==> src/rtl/cfgwin_pkg.sv <==
package cfgwin_pkg;

    // Classification of the window register
    typedef enum logic [1:0] {
        WS_OFF  = 2'd0,
        WS_ON   = 2'd1,
        WS_RSVD = 2'd2
    } win_state_e;

    // Length code held in register bits [2:1]
    typedef enum logic [1:0] {
        LEN_256M = 2'b00,
        LEN_128M = 2'b01,
        LEN_64M  = 2'b10,
        LEN_RSVD = 2'b11
    } len_code_e;

    localparam int EN_BIT   = 0;
    localparam int LEN_LSB  = 1;
    localparam int LOG_256M = 28;
    localparam int LOG_128M = 27;
    localparam int LOG_64M  = 26;

    typedef struct packed {
        logic [7:0]  bus;
        logic [4:0]  dev;
        logic [2:0]  fn;
        logic [11:0] reg_off;
    } cfg_fields_t;

    function automatic win_state_e classify(input logic [63:0] r);
        if (len_code_e'(r[LEN_LSB +: 2]) == LEN_RSVD) return WS_RSVD;
        else if (r[EN_BIT])                           return WS_ON;
        else                                          return WS_OFF;
    endfunction

endpackage

==> src/rtl/cfgwin_bar_reg.sv <==
module cfgwin_bar_reg
    import cfgwin_pkg::*;
#(
    parameter logic [63:0] DEFAULT_BAR = 64'h0000_0000_B000_0000,
    parameter int          LANES       = 8
) (
    input  logic               clk,
    input  logic               rst_n,
    input  logic               wr,
    input  logic [LANES-1:0]   be,
    input  logic [LANES*8-1:0] wdata,
    output logic [LANES*8-1:0] bar_q,
    output win_state_e         state_q
);
    localparam int W = LANES * 8;
    localparam win_state_e RESET_STATE = classify(DEFAULT_BAR);

    logic [W-1:0] bar_d;
    win_state_e   state_d;

    // Byte-lane merge
    for (genvar b = 0; b < LANES; b++) begin : g_lane
        assign bar_d[b*8 +: 8] = (wr && be[b]) ? wdata[b*8 +: 8] : bar_q[b*8 +: 8];
    end

    always_ff @(posedge clk or negedge rst_n) begin
        if (!rst_n) bar_q <= DEFAULT_BAR[W-1:0];
        else if (wr) bar_q <= bar_d;
    end

    // Next-state logic: each write re-classifies the merged value
    always_comb begin
        state_d = state_q;
        unique case (state_q)
            WS_OFF:  if (wr) state_d = classify(bar_d);
            WS_ON:   if (wr) state_d = classify(bar_d);
            WS_RSVD: if (wr) state_d = classify(bar_d);
            default: state_d = RESET_STATE;
        endcase
    end

    // State register
    always_ff @(posedge clk or negedge rst_n) begin
        if (!rst_n) state_q <= RESET_STATE;
        else        state_q <= state_d;
    end

endmodule

==> src/rtl/cfgwin_geom.sv <==
module cfgwin_geom
    import cfgwin_pkg::*;
#(
    parameter int          ADDR_W      = 40,
    parameter logic [63:0] DEFAULT_BAR = 64'h0000_0000_B000_0000
) (
    input  logic [63:0]       bar_q,
    input  win_state_e        state_q,
    output logic              en,
    output logic [ADDR_W-1:0] len,
    output logic [ADDR_W-1:0] base,
    output logic [31:0]       hole
);
    localparam logic [ADDR_W-1:0] ONE = ADDR_W'(1);

    logic [ADDR_W-1:0] mask;
    logic [ADDR_W-1:0] win_end;
    logic              unused_hi;

    assign unused_hi = ^bar_q[63:ADDR_W];

    // Length and compare mask from the length code
    always_comb begin
        mask = '0;
        mask[ADDR_W-1:LOG_256M] = '1;
        len  = '0;
        unique case (len_code_e'(bar_q[LEN_LSB +: 2]))
            LEN_256M: len = ONE << LOG_256M;
            LEN_128M: begin
                mask[LOG_128M] = 1'b1;
                len = ONE << LOG_128M;
            end
            LEN_64M: begin
                mask[LOG_128M] = 1'b1;
                mask[LOG_64M]  = 1'b1;
                len = ONE << LOG_64M;
            end
            LEN_RSVD: len = '0;
            default:  len = '0;
        endcase
    end

    assign base    = bar_q[ADDR_W-1:0] & mask;
    assign win_end = base + len;

    // Output decode from the state
    always_comb begin
        en   = 1'b0;
        hole = DEFAULT_BAR[31:0];
        unique case (state_q)
            WS_ON: begin
                en   = 1'b1;
                hole = win_end[31:0];
            end
            WS_OFF:  en = 1'b0;
            WS_RSVD: en = 1'b0;
            default: en = 1'b0;
        endcase
    end

    logic unused_end;
    assign unused_end = ^win_end[ADDR_W-1:32];

endmodule

==> src/rtl/cfgwin_lookup.sv <==
module cfgwin_lookup
    import cfgwin_pkg::*;
#(
    parameter int ADDR_W = 40
) (
    input  logic              clk,
    input  logic              rst_n,
    input  logic              lk_valid,
    input  logic [ADDR_W-1:0] lk_addr,
    input  logic              en,
    input  logic [ADDR_W-1:0] base,
    input  logic [ADDR_W-1:0] len,
    output logic              hit_valid,
    output logic              hit,
    output cfg_fields_t       fields
);
    logic [ADDR_W:0]   limit;
    logic [ADDR_W-1:0] off;
    logic              in_win;
    cfg_fields_t       fields_d;
    logic              unused_off;

    assign limit  = {1'b0, base} + {1'b0, len};
    assign off    = lk_addr - base;
    assign in_win = en && (lk_addr >= base) && ({1'b0, lk_addr} < limit);
    assign unused_off = ^off[ADDR_W-1:LOG_256M];

    always_comb begin
        fields_d = '0;
        if (lk_valid && in_win) begin
            fields_d.bus     = off[27:20];
            fields_d.dev     = off[19:15];
            fields_d.fn      = off[14:12];
            fields_d.reg_off = off[11:0];
        end
    end

    always_ff @(posedge clk or negedge rst_n) begin
        if (!rst_n) begin
            hit_valid <= 1'b0;
            hit       <= 1'b0;
            fields    <= '0;
        end else begin
            hit_valid <= lk_valid;
            hit       <= lk_valid && in_win;
            fields    <= fields_d;
        end
    end

endmodule

==> src/rtl/cfg_window_decoder.sv <==
module cfg_window_decoder
    import cfgwin_pkg::*;
#(
    parameter int          ADDR_W      = 40,
    parameter logic [63:0] DEFAULT_BAR = 64'h0000_0000_B000_0000
) (
    input  logic              clk,
    input  logic              rst_n,
    input  logic              bar_wr,
    input  logic [7:0]        bar_be,
    input  logic [63:0]       bar_wdata,
    output logic              win_en,
    output logic [ADDR_W-1:0] win_len,
    output logic [ADDR_W-1:0] win_base,
    output logic [31:0]       hole_start,
    input  logic              lk_valid,
    input  logic [ADDR_W-1:0] lk_addr,
    output logic              hit_valid,
    output logic              hit,
    output logic [7:0]        bus,
    output logic [4:0]        dev,
    output logic [2:0]        fn,
    output logic [11:0]       reg_off
);
    logic [63:0] bar_q;
    win_state_e  state_q;
    cfg_fields_t fields;

    cfgwin_bar_reg #(.DEFAULT_BAR(DEFAULT_BAR), .LANES(8)) u_reg (
        .clk(clk), .rst_n(rst_n), .wr(bar_wr), .be(bar_be), .wdata(bar_wdata),
        .bar_q(bar_q), .state_q(state_q)
    );

    cfgwin_geom #(.ADDR_W(ADDR_W), .DEFAULT_BAR(DEFAULT_BAR)) u_geom (
        .bar_q(bar_q), .state_q(state_q),
        .en(win_en), .len(win_len), .base(win_base), .hole(hole_start)
    );

    cfgwin_lookup #(.ADDR_W(ADDR_W)) u_lookup (
        .clk(clk), .rst_n(rst_n), .lk_valid(lk_valid), .lk_addr(lk_addr),
        .en(win_en), .base(win_base), .len(win_len),
        .hit_valid(hit_valid), .hit(hit), .fields(fields)
    );

    assign bus     = fields.bus;
    assign dev     = fields.dev;
    assign fn      = fields.fn;
    assign reg_off = fields.reg_off;

endmodule

==> config.mk <==
export PLATFORM = sky130hd
export DESIGN_NAME = cfg_window_decoder
export DESIGN_NICKNAME = d
export VERILOG_FILES = /design/src/rtl/cfgwin_pkg.sv /design/src/rtl/cfgwin_bar_reg.sv /design/src/rtl/cfgwin_geom.sv /design/src/rtl/cfgwin_lookup.sv /design/src/rtl/cfg_window_decoder.sv
export SDC_FILE = /design/constraint.sdc
export NUM_CORES = 1
export LEC_CHECK = 0
export BUFFER_PORTS_ARGS = -buffer_cell sky130_fd_sc_hd__buf_2
export CAP_MARGIN = 15
export CORE_MARGIN = 4
export CORE_UTILIZATION = 30
export DETAILED_ROUTE_END_ITERATION = 10
export PLACE_DENSITY_LB_ADDON = 0.3
export SETUP_SLACK_MARGIN = 0.05
export SLEW_MARGIN = 25
export SYNTH_ARGS = -nofsm -noshare
export SYNTH_HDL_FRONTEND = slang
export SYNTH_HIERARCHICAL = 1
export SYNTH_SLANG_ARGS = --single-unit
==> constraint.sdc <==
create_clock -name clk -period 6.8 [get_ports clk]
set_input_delay 1.02 -clock clk [delete_from_list [all_inputs] [get_ports clk]]
set_output_delay 1.02 -clock clk [all_outputs]
set_load 0.1 [all_outputs]
==> results of run 1 <==
[worst register-to-register path: stages, from the launching register on]
cell and delay [ns]:
dfrtp_1 0.41, inv_1 0.10, ha_1 0.29, and2_1 0.23, ha_1 0.41, a21oi_1 0.13
o211a_1 0.15, nor3_1 0.46, xnor2_1 0.13, ha_1 0.31, nand4_1 0.12, nor4_1 0.75
nand4_1 0.17, a21oi_1 0.29, o31a_1 0.18, a211o_1 0.42, buf_4 0.33, nor2_1 0.10
[sequential cells by signal, indices dropped and copies added, names as in the netlist]
name / flops
u_lookup/hit_valid: 1
u_lookup/hit: 1
u_lookup/fields: 28
u_reg/state_q: 2
u_reg/bar_q: 17
[per-stage QoR]
step | cell area (um2) | total power, mW | worst slack (ns) | hold slack (ns) | instances
CTS | 7910 | 1.84 | 1.60 | 0.506 | 1297
detailed placement | 7750 | 1.56 | 1.61 | 0.489 | 1289
global placement | 7750 | 1.56 | 1.54 | 0.486 | 1289
global route | 7910 | 2.00 | 1.19 | 0.526 | 1297
floorplan | 7590 | 1.43 | 2.00 | 0.471 | 968
finish | 7920 | 1.86 | 1.69 | 0.506 | 1298
[area by class of cell]
| cell class | instances | area [um2] |
|---|---|---|
| antenna | 1 | 2.50 |
| clock buffer | 5 | 125 |
| clock inverter | 3 | 33.8 |
| fill | 2554 | 15700 |
| inverter | 59 | 221 |
| multi-input combinational | 742 | 5300 |
| sequential | 49 | 1230 |
| tap | 319 | 399 |
| timing repair buffer | 120 | 608 |
[worst paths after layout]
path | endpoint | slack (ns)
worst max-delay path | u_lookup/fields[9] | 1.69
min in group asynchronous | u_reg/state_q[0] | 0.83
worst min-delay path | u_reg/bar_q[27] | 0.51
worst max register to register | u_lookup/fields[9] | 1.69
max in group asynchronous | u_lookup/fields[1] | 5.50
worst min register to register | u_reg/bar_q[27] | 0.51
[routing by layer]
layer | wire [um] | vias to the layer above | share of wire [%]
met5 | 0 | - | 0
li1 | - | 3143 | -
met3 | 1120 | 12 | 5.7
met2 | 9160 | 149 | 46
met4 | 189 | 0 | 0.96
met1 | 9250 | 2769 | 47
[power by group through the flow]
stage | sequential, mW | clock, mW | combinational, mW
2_1_floorplan | 0.410 | 0 | 1.02
3_3_place_gp | 0.351 | 0 | 1.21
3_5_place_dp | 0.351 | 0 | 1.21
4_1_cts | 0.345 | 0.278 | 1.22
5_1_grt | 0.349 | 0.286 | 1.36
6_report | 0.344 | 0.263 | 1.25
==> results summary, run 1 <==
Measured against its own limit, the worst slew margin works out to 44.9%. The die boundary width is 164 um. The number of nets in the layout is ~1200. The switching portion of total power is 56.3%. STA puts the critical path data required time at 6.98 ns.

Once layout is complete, the utilization of the core stands at 33.5%. The number of setup violations in the final report is 0. The initial DRC count came out at between 200 and 300. The most utilized layer in the global route result is met2. The most common cell after layout, fill and taps aside is ha_1. After clock tree synthesis, the flow added hold-fix buffers numbering 0. In this run the most critical hold path is launched from u_reg/bar_q[27].

In the global route stage, met1 resource usage came out at 20.0%. The clock tree synthesis step divided the H-tree into 2 levels. The most common cell type on the critical path is ha_1. The count of pins over their slew limit came out at 0.

The overall die height is 164 um. The CTS root buffer is clkbuf_16. The mean instance size in the synthesized netlist came out at between 8 and 9 um2.

The minimum clock period after layout came out at between 5 and 6 ns. The leakage power total came out at 4.07 nW. The global routing met2 resource utilization is 23.7%. The sum of routed wire length over all layers came out at around 20 mm. The data arrival time at the worst-slack endpoint is 5.29 ns. The global route total overflow is 0. The run finished with clean final reports. The row count is 56. The clock sink count came out at 49. The kind of cell with the highest combined delay on the critical path is simple AND/OR/NAND/NOR gates.

The worst setup path is of the flip-flop to flip-flop kind. In this run the power spent charging and discharging nets is around 1.0 mW. Traced cell by cell, the critical path runs through inv_1, ha_1, and2_1, ha_1, a21oi_1, o211a_1, nor3_1, xnor2_1, ha_1, nand4_1, nor4_1, nand4_1, a21oi_1, o31a_1, a211o_1, buf_4, nor2_1. TritonCTS created 5 clock buffers. The path class of the tightest hold or removal check is flip-flop to flip-flop.

The area growth from synthesis to layout is 9.01%. The initial antenna violation count came out at 0. The startpoint type of the worst setup path is a flip-flop. Among all stages on the critical path, the largest delay is contributed by nor4_1. The initial core utilization is a little under a third. The floorplan core area came out at 23600 um2. The global routing met3 resource utilization is 1.79%.

Across the run, the number of max-cap violations was 0. After clock tree synthesis, the clock-pin slew on the worst setup and hold paths is 0.08 ns. The slew at the pin closest to its max-slew limit came out at 0.819 ns. The critical path depth came out at 17. Across the routed clock network, the largest skew measured is 0.0105 ns. The startpoint identified for the worst register-to-register timing path is u_reg/bar_q[1]. The sum of negative setup slack came out at 0 ns. No sink is reached through more buffers than the 2 on the longest clock path. The clock reaches the later pin of the worst-skew pair after roughly 0.30 ns. Synthesis handed over a netlist of 880 instances. The number of detailed-routing iterations run before antenna repair is 4. The cell count of the worst hold path is 1. The total number of yosys warnings came out at 6.

The via count of the routed design came out at 6073. The clock tree from TritonCTS is yes. The via count of the first global-routing pass came out at ~5900. The sequential power share came out at a little under a fifth. Setup repair after global routing left no endpoint under its margin. The design internal power came out at 0.812 mW.

The boundary pin count is 259. The number of gates resized after cts is 0. In this run the power density over the cells is 235 nW/um2. The ratio of cells with drive above 1 in the final layout is 16.9%. STA classifies the critical path endpoint as a flip-flop. The total die area came out at 26800 um2. In the layout the commonest cells are 126 x ha_1, 117 x buf_2, 89 x conb_1. The number of nets with antenna violations after detailed routing is 0.

The delay contributed by the slowest stage of the critical path is 0.75 ns. Routability-driven placement finished with a final weighted congestion of 0.859. The first global-routing pass estimated 30.8 mm of wire.

The count of port buffers added during placement came out at ~120. The estimated wirelength of the detail-placed design is 17.3 mm. In the finished design, the share of the clock period the worst path needs comes to between 70% and 80%. Combinational cells account for 67.3% of the total power. The number of buffers added for setup after CTS is 0. In this run the worst path has a maximum fanout of 19. Derived from the worst setup path, the maximum achievable clock frequency is 196 MHz.

Dividing the detail-routed via count by the number of cells gives between 4 and 5. The routed length per placed instance is 15.2 um. The mapped netlist covers between 7000 and 8000 um2.

In this run the worst setup path begins at u_reg/bar_q[1]. The number of cells on the worst reg-to-reg path is 17. Global routing used 14.2% of the available tracks. The hold violation count in the final report is 0. The highest ir drop seen on vdd is between 0.0001 and 0.00015 V.

The clock network fraction of design power is 14.1%. The number of DRC violations after detailed routing is 0. The number of buffers and inverters on the critical path is 2. The pin count of the biggest net entering global routing is 50.
(Power assumes the default switching activity.)
==> run 2: changes to the inputs <==
- clock period: 6.8 -> 4.6 ns (I/O delays scaled with it)
==> run 2 against run 1 <==
Total power rose by 51%. First-iteration DRC count rose by 9.1%. Critical path depth rose by 5. Cell area rose by 3.1%. Highest routed layer unchanged. Critical path type unchanged. Maximum frequency rose by 19%. Via count rose by 2.5%.
==> results summary, run 2 (same netlist as run 1, synthesis figures left out) <==
The via count of the first global-routing pass came out at 5924 (+0.49%). The insertion delay of the later-clocked pin in the worst-skew pair is 0.30 ns (about the same). STA classifies the critical path startpoint as a flip-flop. The clock tree skew after final layout is 0.0131 ns (+0.00258 ns).

The startpoint of the most critical register-to-register path is u_reg/bar_q[1]. The global route total overflow is 0 (unchanged). The number of nets with antenna violations after detailed routing was 0 (unchanged). The number of DRC violations after detailed routing came out at 0 (unchanged). The number of setup violations in the final report came out at 0 (unchanged). The worst-case setup margin in the final layout was 0.304 ns (-1.39 ns).

The number of violations of the max-capacitance limit is 0 (unchanged). The sum of negative setup slack was 0 ns (unchanged). The worst-case register-to-register setup slack was 0.30 ns (-1.39 ns). The number of flip-flops in the largest register came out at 28 (unchanged).

The highest ir drop seen on vdd is 0.000157 V (+36%). The clock sink count came out at 49 (unchanged). The via count of the routed design is 6223 (+2.5%). The worst hold slack is 0.496 ns (-0.0101 ns). The core occupancy in the finished layout is 34.5% (+1.0 points). The count of port buffers added during placement is 117 (unchanged).

The relative slew slack is 54.9% (+10 points). The hold violation count in the final report is 0 (unchanged). The count of pins over their slew limit came out at 0 (unchanged). The row count came to 56 (unchanged).

The leakage power total is 4.16 nW (+2.4%). The largest fanout on the critical path is 7 (-12). The delay contributed by the slowest stage of the critical path is 0.42 ns (-0.33 ns). The total global routing track utilization is 14.2% (-0.065 points). The top cell types in the final layout, fill and taps aside, are 124 x ha_1, 117 x buf_2, 89 x conb_1.

The run finished with clean final reports. The clock tree from TritonCTS is yes. The number of buffers added to fix hold violations after cts is 0 (unchanged). In this run the worst hold path is classified as input port to asynchronous set/reset pin. The number of detailed-routing iterations run before antenna repair is 5 (+1). Compared with the post-synthesis result, the final layout area differs by 12.4%. The maximum buffer depth of the clock tree is 2 (unchanged). The last weighted congestion value of the routability-driven placer came out at 0.867 (+0.91%). The routed length per placed instance came to 15.4 um (+1.6%).

The CTS root buffer is clkbuf_16. The wire length of the first global-routing pass came out at 30.7 mm (-0.36%). Counting stages on the worst path, the most repeated cell is a21o_1. The count of fill cells added during filler insertion was 2555 (+0.039%). The die boundary width came out at 164 um (unchanged). The worst path required time is 4.83 ns (-2.15 ns). The number of clock buffers inserted by TritonCTS came out at 5 (unchanged). The overall die height is 164 um (unchanged). The floorplan core area came out at 23600 um2 (unchanged). The sum of routed wire length over all layers came out at 20.2 mm (+2.4%). The boundary pin count is 259 (unchanged). The estimated wirelength of the detail-placed design was 17.4 mm (+0.46%). The total power density per cell area was 345 nW/um2 (+47%). The number of buffers and inverters on the critical path is 2 (unchanged). The pre-CTS setup slack is 0.0810 ns (-1.53 ns).

The pin count of the biggest net entering global routing came out at 50 (unchanged). The initial DRC count was 313 (+9.1%). The final cell area excluding filler cells is 8160 um2 (+3.1%). Grouping stages by cell kind, the critical path spends the most delay in compound AO/OA/AOI/OAI gates.

The data arrival time at the worst-slack endpoint came out at 4.52 ns (-0.77 ns). The category of the worst setup path capture point is a flip-flop. The H-tree depth is 2 (unchanged). The minimum clock period after layout is 4.30 ns (-0.810 ns). The path type of the worst setup path is flip-flop to flip-flop. In the final layout, the registers with the most flip-flops are u_lookup/fields (28), u_reg/bar_q (17), u_reg/state_q (2). The final clock period utilization by the worst path came out at 93.4% (+18 points). The critical path goes through inv_2, ha_2, and2_4, ha_4, a21o_1, a21o_1, a21o_1, a21o_1, a21oi_2, nor2_1, o2111ai_1, nand4_1, xnor2_1, ha_1, a21oi_2, nand3_2, a21oi_2, o21ai_1, o31a_1, a211o_4, clkbuf_16, nor2_1. The number of nets in the layout came out at 1234 (+0.98%). The ratio of cells with drive above 1 in the final layout is 19.8% (+2.9 points). Leaving out fill and tap cells, the most frequent cell in the layout is ha_1.

For this design, the slowest cell found on the critical path is dfrtp_1. The clock-pin slew on the worst setup and hold paths is 0.07 ns (about the same). The total die area is 26800 um2 (unchanged). The fmax is 233 MHz (+19%). The diode insertion count for antenna repair is 0 (-1). In this run the worst setup path begins at u_reg/bar_q[1]. The slew at the pin closest to its max-slew limit came to 0.677 ns (-0.142 ns). The initial core utilization came out at 30.7% (unchanged).

The cell area after placement came out at 7790 um2 (+0.53%). More flip-flops sit in one register than any other, and that register is u_lookup/fields. The number of vias per cell came out at 4.75 (+1.6%). The initial antenna violation count came out at 0 (unchanged).
run 2: changes by cell type in the layout (fill, tap and decap cells not counted), moves of 3 or more:
cell,change
a21oi_1,-4
a21oi_2,+4
buf_4,+6
clkbuf_16,+3
nor2_1,-9
nor2_2,+7
run 2: path summary, 6_finish.rpt:
| path | endpoint | cells after the start |
|---|---|---|
| hold / removal | u_reg/bar_q[30] | 2 |
| min in group clk | u_reg/bar_q[27] | 1 |
| max in group asynchronous | u_reg/bar_q[37] | 2 |
| hold reg to reg | u_reg/bar_q[27] | 1 |
| setup reg to reg | u_lookup/fields[18] | 22 |
| setup / recovery | u_lookup/fields[18] | 22 |
run 2: area by class of cell:
type | instances | area [um2] | area share, %
Inverter | 59 | 221 | 2.71
Multi-Input combinational cell | 742 | 5370 | 65.9
Clock inverter | 3 | 33.8 | 0.414
Tap cell | 319 | 399 | 4.89
Sequential cell | 49 | 1230 | 15.1
Clock buffer | 5 | 125 | 1.53
Timing Repair Buffer | 132 | 774 | 9.49
run 2: metal layers:
layer | up-vias | wire [um] | track usage (%)
met5 | - | 0 | 0
met4 | 0 | 145 | 2.29
met3 | 7 | 1150 | 1.94
met2 | 148 | 9540 | 24.0
met1 | 2893 | 9370 | 19.6
li1 | 3175 | - | -
run 2: worst register-to-register path: cells and delay by family (launching register included):
kind,cells,cell delay (ns)
adders and majority gates,3,0.74
buffers and inverters,2,0.27
and+or+nand+nor,5,0.59
xor gates and xnor gates,1,0.17
DFF,1,0.42
AOI/OAI and AO/OA,11,2.06
run 2: report_power, final:
part           switching, mW  internal (mW)
clock                  0.176          0.208
combinational           1.36          0.560
sequential            0.0340          0.473
total                   1.57           1.24
run 2: what timing repair did:
action / in CTS / in global routing
resized for setup: 0 / 28
setup endpoints to repair: 0 / 29
setup buffers: 0 / 3
run 2: through the flow:
step                      total power, mW  cells
after floorplan                      2.12    968
after global routing                 3.02   1309
after CTS                            2.72   1302
after global placement               2.32   1294
final                                2.81   1309
after detailed placement             2.32   1294
